--- src/rtl/gpio_bank_pkg.sv ---
package gpio_bank_pkg;

  localparam int BUS_W       = 32;
  localparam int MAX_PORTS   = 4;
  localparam int PORT_STRIDE = 12;
  localparam int DIR_OFS     = 4;
  localparam int PIN_BASE    = 'h50;
  localparam int PIN_STRIDE  = 4;
  localparam int IRQ_LO      = 'h30;
  localparam int IRQ_HI      = 'h4C;

  typedef enum logic [2:0] {
    SEL_NONE,
    SEL_DATA,
    SEL_DIR,
    SEL_PIN,
    SEL_IRQ
  } sel_kind_e;

  typedef struct packed {
    sel_kind_e   kind;
    logic [1:0]  port;
  } reg_sel_t;

endpackage

--- src/rtl/gpio_rst_sync.sv ---
module gpio_rst_sync (
  input  logic clk_i,
  input  logic arst_ni,
  output logic rst_no
);
  logic stage1_q;
  logic stage2_q;

  always_ff @(posedge clk_i or negedge arst_ni) begin
    if (!arst_ni) begin
      stage1_q <= 1'b0;
      stage2_q <= 1'b0;
    end else begin
      stage1_q <= 1'b1;
      stage2_q <= stage1_q;
    end
  end

  assign rst_no = stage2_q;
endmodule

--- src/rtl/gpio_addr_decode.sv ---
module gpio_addr_decode
  import gpio_bank_pkg::*;
#(
  parameter int ADDR_W    = 8,
  parameter int NUM_PORTS = 4
) (
  input  logic [ADDR_W-1:0] addr_i,
  output reg_sel_t          sel_o
);
  always_comb begin
    sel_o.kind = SEL_NONE;
    sel_o.port = 2'd0;
    if (addr_i[1:0] == 2'b00) begin
      for (int p = 0; p < NUM_PORTS; p++) begin
        if (addr_i == ADDR_W'(p * PORT_STRIDE)) begin
          sel_o.kind = SEL_DATA;
          sel_o.port = 2'(p);
        end
        if (addr_i == ADDR_W'(p * PORT_STRIDE + DIR_OFS)) begin
          sel_o.kind = SEL_DIR;
          sel_o.port = 2'(p);
        end
        if (addr_i == ADDR_W'(PIN_BASE + p * PIN_STRIDE)) begin
          sel_o.kind = SEL_PIN;
          sel_o.port = 2'(p);
        end
      end
      if ((addr_i >= ADDR_W'(IRQ_LO)) && (addr_i <= ADDR_W'(IRQ_HI))) begin
        sel_o.kind = SEL_IRQ;
        sel_o.port = 2'd0;
      end
    end
  end
endmodule

--- src/rtl/gpio_port_regs.sv ---
module gpio_port_regs #(
  parameter int W = 32
) (
  input  logic         clk_i,
  input  logic         rst_ni,
  input  logic         data_we_i,
  input  logic         dir_we_i,
  input  logic [W-1:0] wdata_i,
  output logic [W-1:0] data_o,
  output logic [W-1:0] dir_o
);
  logic [W-1:0] data_q, data_d;
  logic [W-1:0] dir_q,  dir_d;

  always_comb begin
    data_d = data_q;
    dir_d  = dir_q;
    if (data_we_i) data_d = wdata_i;
    if (dir_we_i)  dir_d  = wdata_i;
  end

  always_ff @(posedge clk_i or negedge rst_ni) begin
    if (!rst_ni) begin
      data_q <= '0;
    end else if (data_we_i) begin
      data_q <= data_d;
    end
  end

  always_ff @(posedge clk_i or negedge rst_ni) begin
    if (!rst_ni) begin
      dir_q <= '0;
    end else if (dir_we_i) begin
      dir_q <= dir_d;
    end
  end

  assign data_o = data_q;
  assign dir_o  = dir_q;
endmodule

--- src/rtl/gpio_in_sync.sv ---
module gpio_in_sync #(
  parameter int W = 32
) (
  input  logic         clk_i,
  input  logic [W-1:0] pin_i,
  output logic [W-1:0] sync_o
);
  logic [W-1:0] meta_q;
  logic [W-1:0] sync_q;

  always_ff @(posedge clk_i) begin
    meta_q <= pin_i;
    sync_q <= meta_q;
  end

  assign sync_o = sync_q;
endmodule

--- src/rtl/gpio_bank.sv ---
module gpio_bank
  import gpio_bank_pkg::*;
#(
  parameter int NUM_PORTS = 4,
  parameter int PORT_W    = 32,
  parameter int ADDR_W    = 8
) (
  input  logic                          pclk,
  input  logic                          presetn,
  input  logic                          psel,
  input  logic                          penable,
  input  logic                          pwrite,
  input  logic [ADDR_W-1:0]             paddr,
  input  logic [BUS_W-1:0]              pwdata,
  output logic [BUS_W-1:0]              prdata,
  output logic                          irq_sel,
  input  logic [BUS_W-1:0]              irq_rdata,
  input  logic [NUM_PORTS*PORT_W-1:0]   gpio_in,
  output logic [NUM_PORTS*PORT_W-1:0]   gpio_out,
  output logic [NUM_PORTS*PORT_W-1:0]   gpio_oe
);
  localparam int PINS_W = NUM_PORTS * PORT_W;

  logic              rst_n;
  reg_sel_t          sel;
  logic              wr_acc;
  logic [PORT_W-1:0] wr_word;
  logic [PORT_W-1:0] data_arr [NUM_PORTS];
  logic [PORT_W-1:0] dir_arr  [NUM_PORTS];
  logic [PORT_W-1:0] pin_arr  [NUM_PORTS];
  logic [BUS_W-1:0]  rd_word;

  gpio_rst_sync u_rst (
    .clk_i   (pclk),
    .arst_ni (presetn),
    .rst_no  (rst_n)
  );

  gpio_addr_decode #(
    .ADDR_W    (ADDR_W),
    .NUM_PORTS (NUM_PORTS)
  ) u_dec (
    .addr_i (paddr),
    .sel_o  (sel)
  );

  assign wr_acc  = psel & penable & pwrite;
  assign wr_word = pwdata[PORT_W-1:0];

  if (PORT_W < BUS_W) begin : g_hi_unused
    logic unused_hi;
    assign unused_hi = ^pwdata[BUS_W-1:PORT_W];
  end

  for (genvar g = 0; g < NUM_PORTS; g++) begin : g_port
    logic data_we;
    logic dir_we;

    assign data_we = wr_acc && (sel.kind == SEL_DATA) && (sel.port == 2'(g));
    assign dir_we  = wr_acc && (sel.kind == SEL_DIR)  && (sel.port == 2'(g));

    gpio_port_regs #(.W(PORT_W)) u_regs (
      .clk_i     (pclk),
      .rst_ni    (rst_n),
      .data_we_i (data_we),
      .dir_we_i  (dir_we),
      .wdata_i   (wr_word),
      .data_o    (data_arr[g]),
      .dir_o     (dir_arr[g])
    );

    gpio_in_sync #(.W(PORT_W)) u_sync (
      .clk_i  (pclk),
      .pin_i  (gpio_in[g*PORT_W +: PORT_W]),
      .sync_o (pin_arr[g])
    );

    assign gpio_oe[g*PORT_W +: PORT_W]  = dir_arr[g];
    assign gpio_out[g*PORT_W +: PORT_W] = data_arr[g] & dir_arr[g];
  end

  always_comb begin
    rd_word = '0;
    case (sel.kind)
      SEL_DATA: begin
        for (int p = 0; p < NUM_PORTS; p++)
          if (sel.port == 2'(p)) rd_word[PORT_W-1:0] = data_arr[p];
      end
      SEL_DIR: begin
        for (int p = 0; p < NUM_PORTS; p++)
          if (sel.port == 2'(p)) rd_word[PORT_W-1:0] = dir_arr[p];
      end
      SEL_PIN: begin
        for (int p = 0; p < NUM_PORTS; p++)
          if (sel.port == 2'(p)) rd_word[PORT_W-1:0] = pin_arr[p];
      end
      SEL_IRQ:  rd_word = irq_rdata;
      default:  rd_word = '0;
    endcase
  end

  assign prdata  = psel ? rd_word : '0;
  assign irq_sel = psel && (sel.kind == SEL_IRQ);

  if (PINS_W < 1) begin : g_bad_cfg
    logic unused_cfg;
    assign unused_cfg = 1'b0;
  end
endmodule

--- config.mk ---
export PLATFORM = sky130hd
export DESIGN_NAME = gpio_bank
export DESIGN_NICKNAME = d
export VERILOG_FILES = /design/src/rtl/gpio_bank_pkg.sv /design/src/rtl/gpio_rst_sync.sv /design/src/rtl/gpio_addr_decode.sv /design/src/rtl/gpio_port_regs.sv /design/src/rtl/gpio_in_sync.sv /design/src/rtl/gpio_bank.sv
export SDC_FILE = /design/constraint.sdc
export NUM_CORES = 1
export LEC_CHECK = 0
export BUFFER_PORTS_ARGS = -buffer_cell sky130_fd_sc_hd__buf_2
export CORE_UTILIZATION = 48
export CTS_CLUSTER_SIZE = 20
export DETAILED_ROUTE_END_ITERATION = 7
export GPL_TIMING_DRIVEN = 1
export PLACE_DENSITY = 0.76
export SKIP_LAST_GASP = 1
export SLEW_MARGIN = 20
export SYNTH_ARGS = -nofsm -noshare
export SYNTH_HDL_FRONTEND = slang
export SYNTH_SLANG_ARGS = --single-unit
--- constraint.sdc ---
create_clock -name pclk -period 7 [get_ports pclk]
set_input_delay 2.1 -clock pclk [delete_from_list [all_inputs] [get_ports pclk]]
set_output_delay 2.1 -clock pclk [all_outputs]
set_load 0.02 [all_outputs]
# Yosys cells after proc, flatten, opt, wreduce, memory -nomap -nowiden
# Index checks and enable logic that the tools add are counted.
dict set report totals {
  ff_bits 514
  input_bits 205
  out_inout_bits 289
  elab_cells 87
}
dict set report op_classes {
  n_lt_le_gt_ge 2
  n_eq_ne 18
  mux 28
  bitwise 6
  n_reduce_logical 15
}
# operator count
set ops {}
lappend ops {{32-bit two-way mux} 13}
lappend ops {{32-bit bitwise AND} 4}
lappend ops {{32-bit case mux with 4 select lines} 1}
lappend ops {{4-bit two-way mux} 11}
lappend ops {{8-bit by 7-bit == test with 1-bit output (second input constant)} 4}
lappend ops {{8-bit by 5-bit == test with 1-bit output (second input constant)} 3}
lappend ops {{8-bit by 6-bit == test with 1-bit output (second input constant)} 2}
lappend ops {{1-bit logical AND} 12}
lappend ops {{5-bit two-way mux} 2}
lappend ops {{8-bit by 3-bit == test with 1-bit output (second input constant)} 1}
lappend ops {{8-bit by 4-bit == test with 1-bit output (second input constant)} 1}
lappend ops {{8-bit by 6-bit >= comparator with 1-bit output (second input constant)} 1}
lappend ops {{8-bit by 7-bit <= comparator with 1-bit output (second input constant)} 1}
lappend ops {{8-bit zero test} 1}
lappend ops {{3-bit by 2-bit == test with 1-bit output (second input constant)} 2}
lappend ops {{2-bit == test (second input constant)} 2}
lappend ops {{2-bit zero test} 2}
lappend ops {{3-bit by 1-bit == test with 1-bit output (second input constant)} 1}
lappend ops {{3-bit == test (second input constant)} 1}
lappend ops {{3-bit two-way mux} 1}
lappend ops {{1-bit bitwise AND} 2}
lappend ops {{2-bit by 1-bit == test with 1-bit output (second input constant)} 1}

# Logic depth before layout (Yosys ltp)
dict set report depth {
  ltp_word 22
  mapped_depth 11
  ltp_nobuf 7
}

# By module
# Synthesis repeated with hierarchy kept, for this count alone.
dict set report unflattened {
  hier_cells 1240
  hier_area_um2 20226.9
}
# mod instances cells_each area_each_um2 seq_area_each_um2
set by_module_without_submodules {}
lappend by_module_without_submodules {gpio_port_regs 4 136 2690.1 1601.5}
lappend by_module_without_submodules {gpio_in_sync 4 64 1281.2 1281.2}
lappend by_module_without_submodules {gpio_bank 1 406 4050.1 0.0}
lappend by_module_without_submodules {gpio_addr_decode 1 31 237.7 0.0}
lappend by_module_without_submodules {gpio_rst_sync 1 3 53.8 50.0}

# Worst setup path before layout
# Ideal clock, no wire load.
dict set report synth_timing {
  path_type {input to output}
  startpoint {input port paddr[5]}
  endpoint {output port prdata[0]}
  t_arrival_ps 4085
  required_time_ps 4900
  slack_ps 815
  path_stages 9
  path_cell_list {or4_1 -> or3_1 -> buf_2 -> buf_2 -> buf_1 -> o22ai_1 -> a31oi_1 -> a22oi_1 -> o21ai_0}
}
dict set report synth_via {
  elab_chain_len 21
  word_cells_on_any_way 51
}
# element line
set synth_lines {}
lappend synth_lines {{start: declaration} gpio_bank.sv:13} ;# input logic [ADDR_W-1:0] paddr,
lappend synth_lines {{8-bit by 3-bit == test with 1-bit output} gpio_addr_decode.sv:19} ;# if (addr_i == ADDR_W'(p * PORT_STRIDE + DIR_OFS)) begin
lappend synth_lines {{4-bit two-way mux} gpio_addr_decode.sv:19}
lappend synth_lines {{4-bit two-way mux} gpio_addr_decode.sv:23} ;# if (addr_i == ADDR_W'(PIN_BASE + p * PIN_STRIDE)) begin
lappend synth_lines {{4-bit two-way mux} gpio_addr_decode.sv:15} ;# if (addr_i == ADDR_W'(p * PORT_STRIDE)) begin
lappend synth_lines {{4-bit two-way mux} gpio_addr_decode.sv:19}
lappend synth_lines {{4-bit two-way mux} gpio_addr_decode.sv:23}
lappend synth_lines {{4-bit two-way mux} gpio_addr_decode.sv:15}
lappend synth_lines {{4-bit two-way mux} gpio_addr_decode.sv:19}
lappend synth_lines {{[2 not listed]} -}
lappend synth_lines {{4-bit two-way mux} gpio_addr_decode.sv:19}
lappend synth_lines {{4-bit two-way mux} gpio_addr_decode.sv:23}
lappend synth_lines {{5-bit two-way mux *} gpio_addr_decode.sv:28} ;# if ((addr_i >= ADDR_W'(IRQ_LO)) && (addr_i <= ADDR_W'(IRQ_HI))) begin
lappend synth_lines {{5-bit two-way mux *} gpio_addr_decode.sv:13} ;# if (addr_i[1:0] == 2'b00) begin
lappend synth_lines {{2-bit zero test} {gpio_bank.sv:87, gpio_bank.sv:91, gpio_bank.sv:95}}
lappend synth_lines {{32-bit two-way mux (on tied branches) (4 in series)} {gpio_bank.sv:95, gpio_bank.sv:87, gpio_bank.sv:91}}
lappend synth_lines {{32-bit case mux with 4 select lines *} gpio_bank.sv:84} ;# case (sel.kind)
lappend synth_lines {{32-bit two-way mux *} gpio_bank.sv:102} ;# assign prdata = psel ? rd_word : '0;
lappend synth_lines {{end: declaration} gpio_bank.sv:15} ;# output logic [BUS_W-1:0] prdata,
# Mark *: on every way between the ends. The rest lies on a longest branch, timed or not.

# Final worst setup path
dict set report layout_timing {
  startpoint {input port paddr[5]}
  endpoint {output port prdata[18]}
}
# Same word-level chain as after synthesis.

==> flow_summary.toml <==
[floorplanning]
die_area_um2 = 40400
core_um2 = 38800
start_util = 0.489
ios = 494
die_width_um = 201
num_rows = 72
die_h_um = 201

[logic_synthesis]
synth_xor_area_frac = 0.00138
ys_types = 62
yosysMostFrequentCell = "dfrtp_1"
synth_top_flop_cell = "dfrtp_1"
synth_cells = 1553
ys_top_cells_by_area = "dfrtp_1 (34%), dfxtp_1 (27%), mux2_2 (11%), and2_1 (4.4%), nand2_1 (3.4%)"
ys_warn_count = 0
synth_top_area_cell = "dfrtp_1"
syn_avg_cell_area_um2 = 12.2
synth_compound_area_frac = 0.109
synthAdderAreaFrac = 0
seq_area_frac_synth = 0.610
synth-edff-count = 0
synth_top_family_by_area = "multiplexers"
synth_top_area_frac = 0.340
syn_area_um2 = 19000
async_flop_share = 0.502
synthSimpleGateAreaFrac = 0.0957
synthMuxAreaShare = 0.158
synth-seq-cells = 514
syn_nets = 1758
synth.top_cells.by_count = "dfrtp_1 (258), dfxtp_1 (256), mux2_2 (183)"

[sta]
drv_slew = 0
finalCriticalPeriod_ns = 6.79
fin_ws_ns = 0.211
finalSetupViolations = 0
grt_setup_unrepaired = "false"
clock_skew_ns = 0.00845
hold_viol = 0
worst_pin_slew_ns = 0.972
relSlewSlack = 0.352
post-route-period-util = 0.970
fin_setup_tns_ns = 0
fmax_mhz = 147

[worst_setup_path]
cp-end-kind = "output port"
rr_worst_depth = 2
critPathKind = "in2out"
path_delay_family = "simple AND/OR/NAND/NOR gates"
timing.rr.start = "u_rst.rst_no"
start_kind = "input port"
timing.rr.end = "g_port[1].u_regs.dir_o[11]"
worst_ep_required_time_ns = 4.90
cp.arrival_ns = 4.69
cp_cell_sequence = "buf_2 -> or4_1 -> nor2_1 -> a21boi_4 -> buf_4 -> o22ai_1 -> a31oi_1 -> a22oi_1 -> o21ai_1 -> buf_2"
cp_max_fo = 57
crit_top_cell = "buf_2"
crit_path_top_delay_cell = "or4_1"
slowest_delay_ns = 0.61
r2r_setup_slack_ns = 4.76
crit_buf_inv = 3

[detailed_routing]
dr.pass1.iters = 7
wl_per_cell_um = 23.7
ant_nets = 0
drc = 0
via_per_inst = 5.70
first_iter_violations = 1244
routed_wl_mm = 61.8
num_vias = 14900

[layout]
fin_util = 0.614
drive_above_1_share = 0.413
fin_cells = 2606
nNetsFinal = 2247
syn2layout_area_growth_pct = 25.5

[grt]
antenna_found_initial = 9
grt_pass1_vias = 15000
grt_overflow_total = 0
grt_max_degree = 80
grt_pass1_wl_mm = 92.3
grt_usage = 0.303

[cts]
cts_tree = "yes"
numCtsBuffers = 52
cts_root_buf = "clkbuf_16"
cts-resized-gates = 0
numClockSinks = 514
cts_hold_buffers = 0
clk_pin_slew_ns = 0.06
htreeDepth = 2
clk-insertion-delay-late_ns = 0.59
postCtsSetupBuffers = 0
cts_buffer_depth = 3

[worst_hold_path]
holdCritStartpoint = "g_port[0].u_sync.meta_q[31]"
holdPathEnd = "g_port[0].u_sync.sync_o[31]"
worstHoldPathCells = 0
min_path_type = "reg2reg"

[placed_design]
hpwlAfterDp_mm = 42.0
port_buffers = 493
gp_congestion = 0.922
dpl.cell_count = 2506
place_ws_ns = 0.306

[pwr]
design_power_total_mw = 6.22
power_per_cell_area_nw_per_um2 = 261
vdd.ir_drop.worst_mv = 0.273
power_leakage_nw = 12.0

[status]
status = "finished, final reports clean"

[job]
maxCapViolCount = 0
stage by stage:
stage | area (µm²) | hold slack [ns]
2_1_floorplan | 19000 | 0.310
3_3_place_gp | 22100 | 0.312
3_5_place_dp | 22100 | 0.312
4_1_cts | 23800 | 0.322
5_1_grt | 23800 | 0.322
6_report | 23800 | 0.317
power by group:
part           total, mW  switching (mW)  internal, mW
combinational      0.288           0.169         0.118
clock               2.82            1.18          1.64
sequential          3.11          0.0568          3.06
sequential cells by signal (all words and copies together), names as in the netlist:
register              cells
g_port.u_sync.meta_q    128
u_rst.stage1_q            1
g_port.u_regs.dir_o     128
g_port.u_regs.data_o    128
g_port.u_sync.sync_o    128
u_rst.rst_no              1
cells in the final DEF (no fill, tap or decap), drive strengths merged, types with 3 or more instances in the layout:
master and instances:
dfrtp 258, a22oi 24, nor2 15, dfxtp 256
mux2 256, o21ai 30, a211oi 22, o2111ai 3
clkbuf 72, diode 3, and2 133, clkinv 15
nand3 3, o22ai 93, a31oi 53, inv 9
nand2 174, nand2b 3, a21oi 74, nor3 3
bufinv 3, nor2b 4, a311oi 18, buf 531
layout make-up:
cell class | count | area (µm²)
Sequential cell | 514 | 11600
Tap cell | 518 | 648
Clock buffer | 72 | 1520
Inverter | 3 | 11.3
Clock inverter | 25 | 243
Fill cell | 3076 | 15000
Antenna cell | 3 | 7.51
Multi-Input combinational cell | 940 | 6970
Timing Repair Buffer | 531 | 2840
cell families (layout without fill, tap and decap cells):
logic type	after synthesis	after routing
simple gates	350	350
mux	256	256
flops	514	514
xor+xnor	3	3
compound gates	330	330
other cells	1	4
buf+inv	99	631
layer usage:
layer  global-route usage  share of wire  vias up
met3               0.0784          0.093      176
met1                0.399           0.41     7293
met4                0.127          0.041       12
met5                    0         0.0012        -
met2                0.472           0.46      857
li1                     -              -     6520
worst max-delay path by stage:
stage / start / endpoint / cells past startpoint
after floorplan: paddr[5] / prdata[0] / 9
after global placement: paddr[5] / prdata[19] / 10
after detailed placement: paddr[5] / prdata[19] / 10
after CTS: paddr[5] / prdata[19] / 10
after global routing: paddr[2] / prdata[17] / 10
final: paddr[5] / prdata[18] / 10
Note: power is estimated with default switching activity, not from simulation.
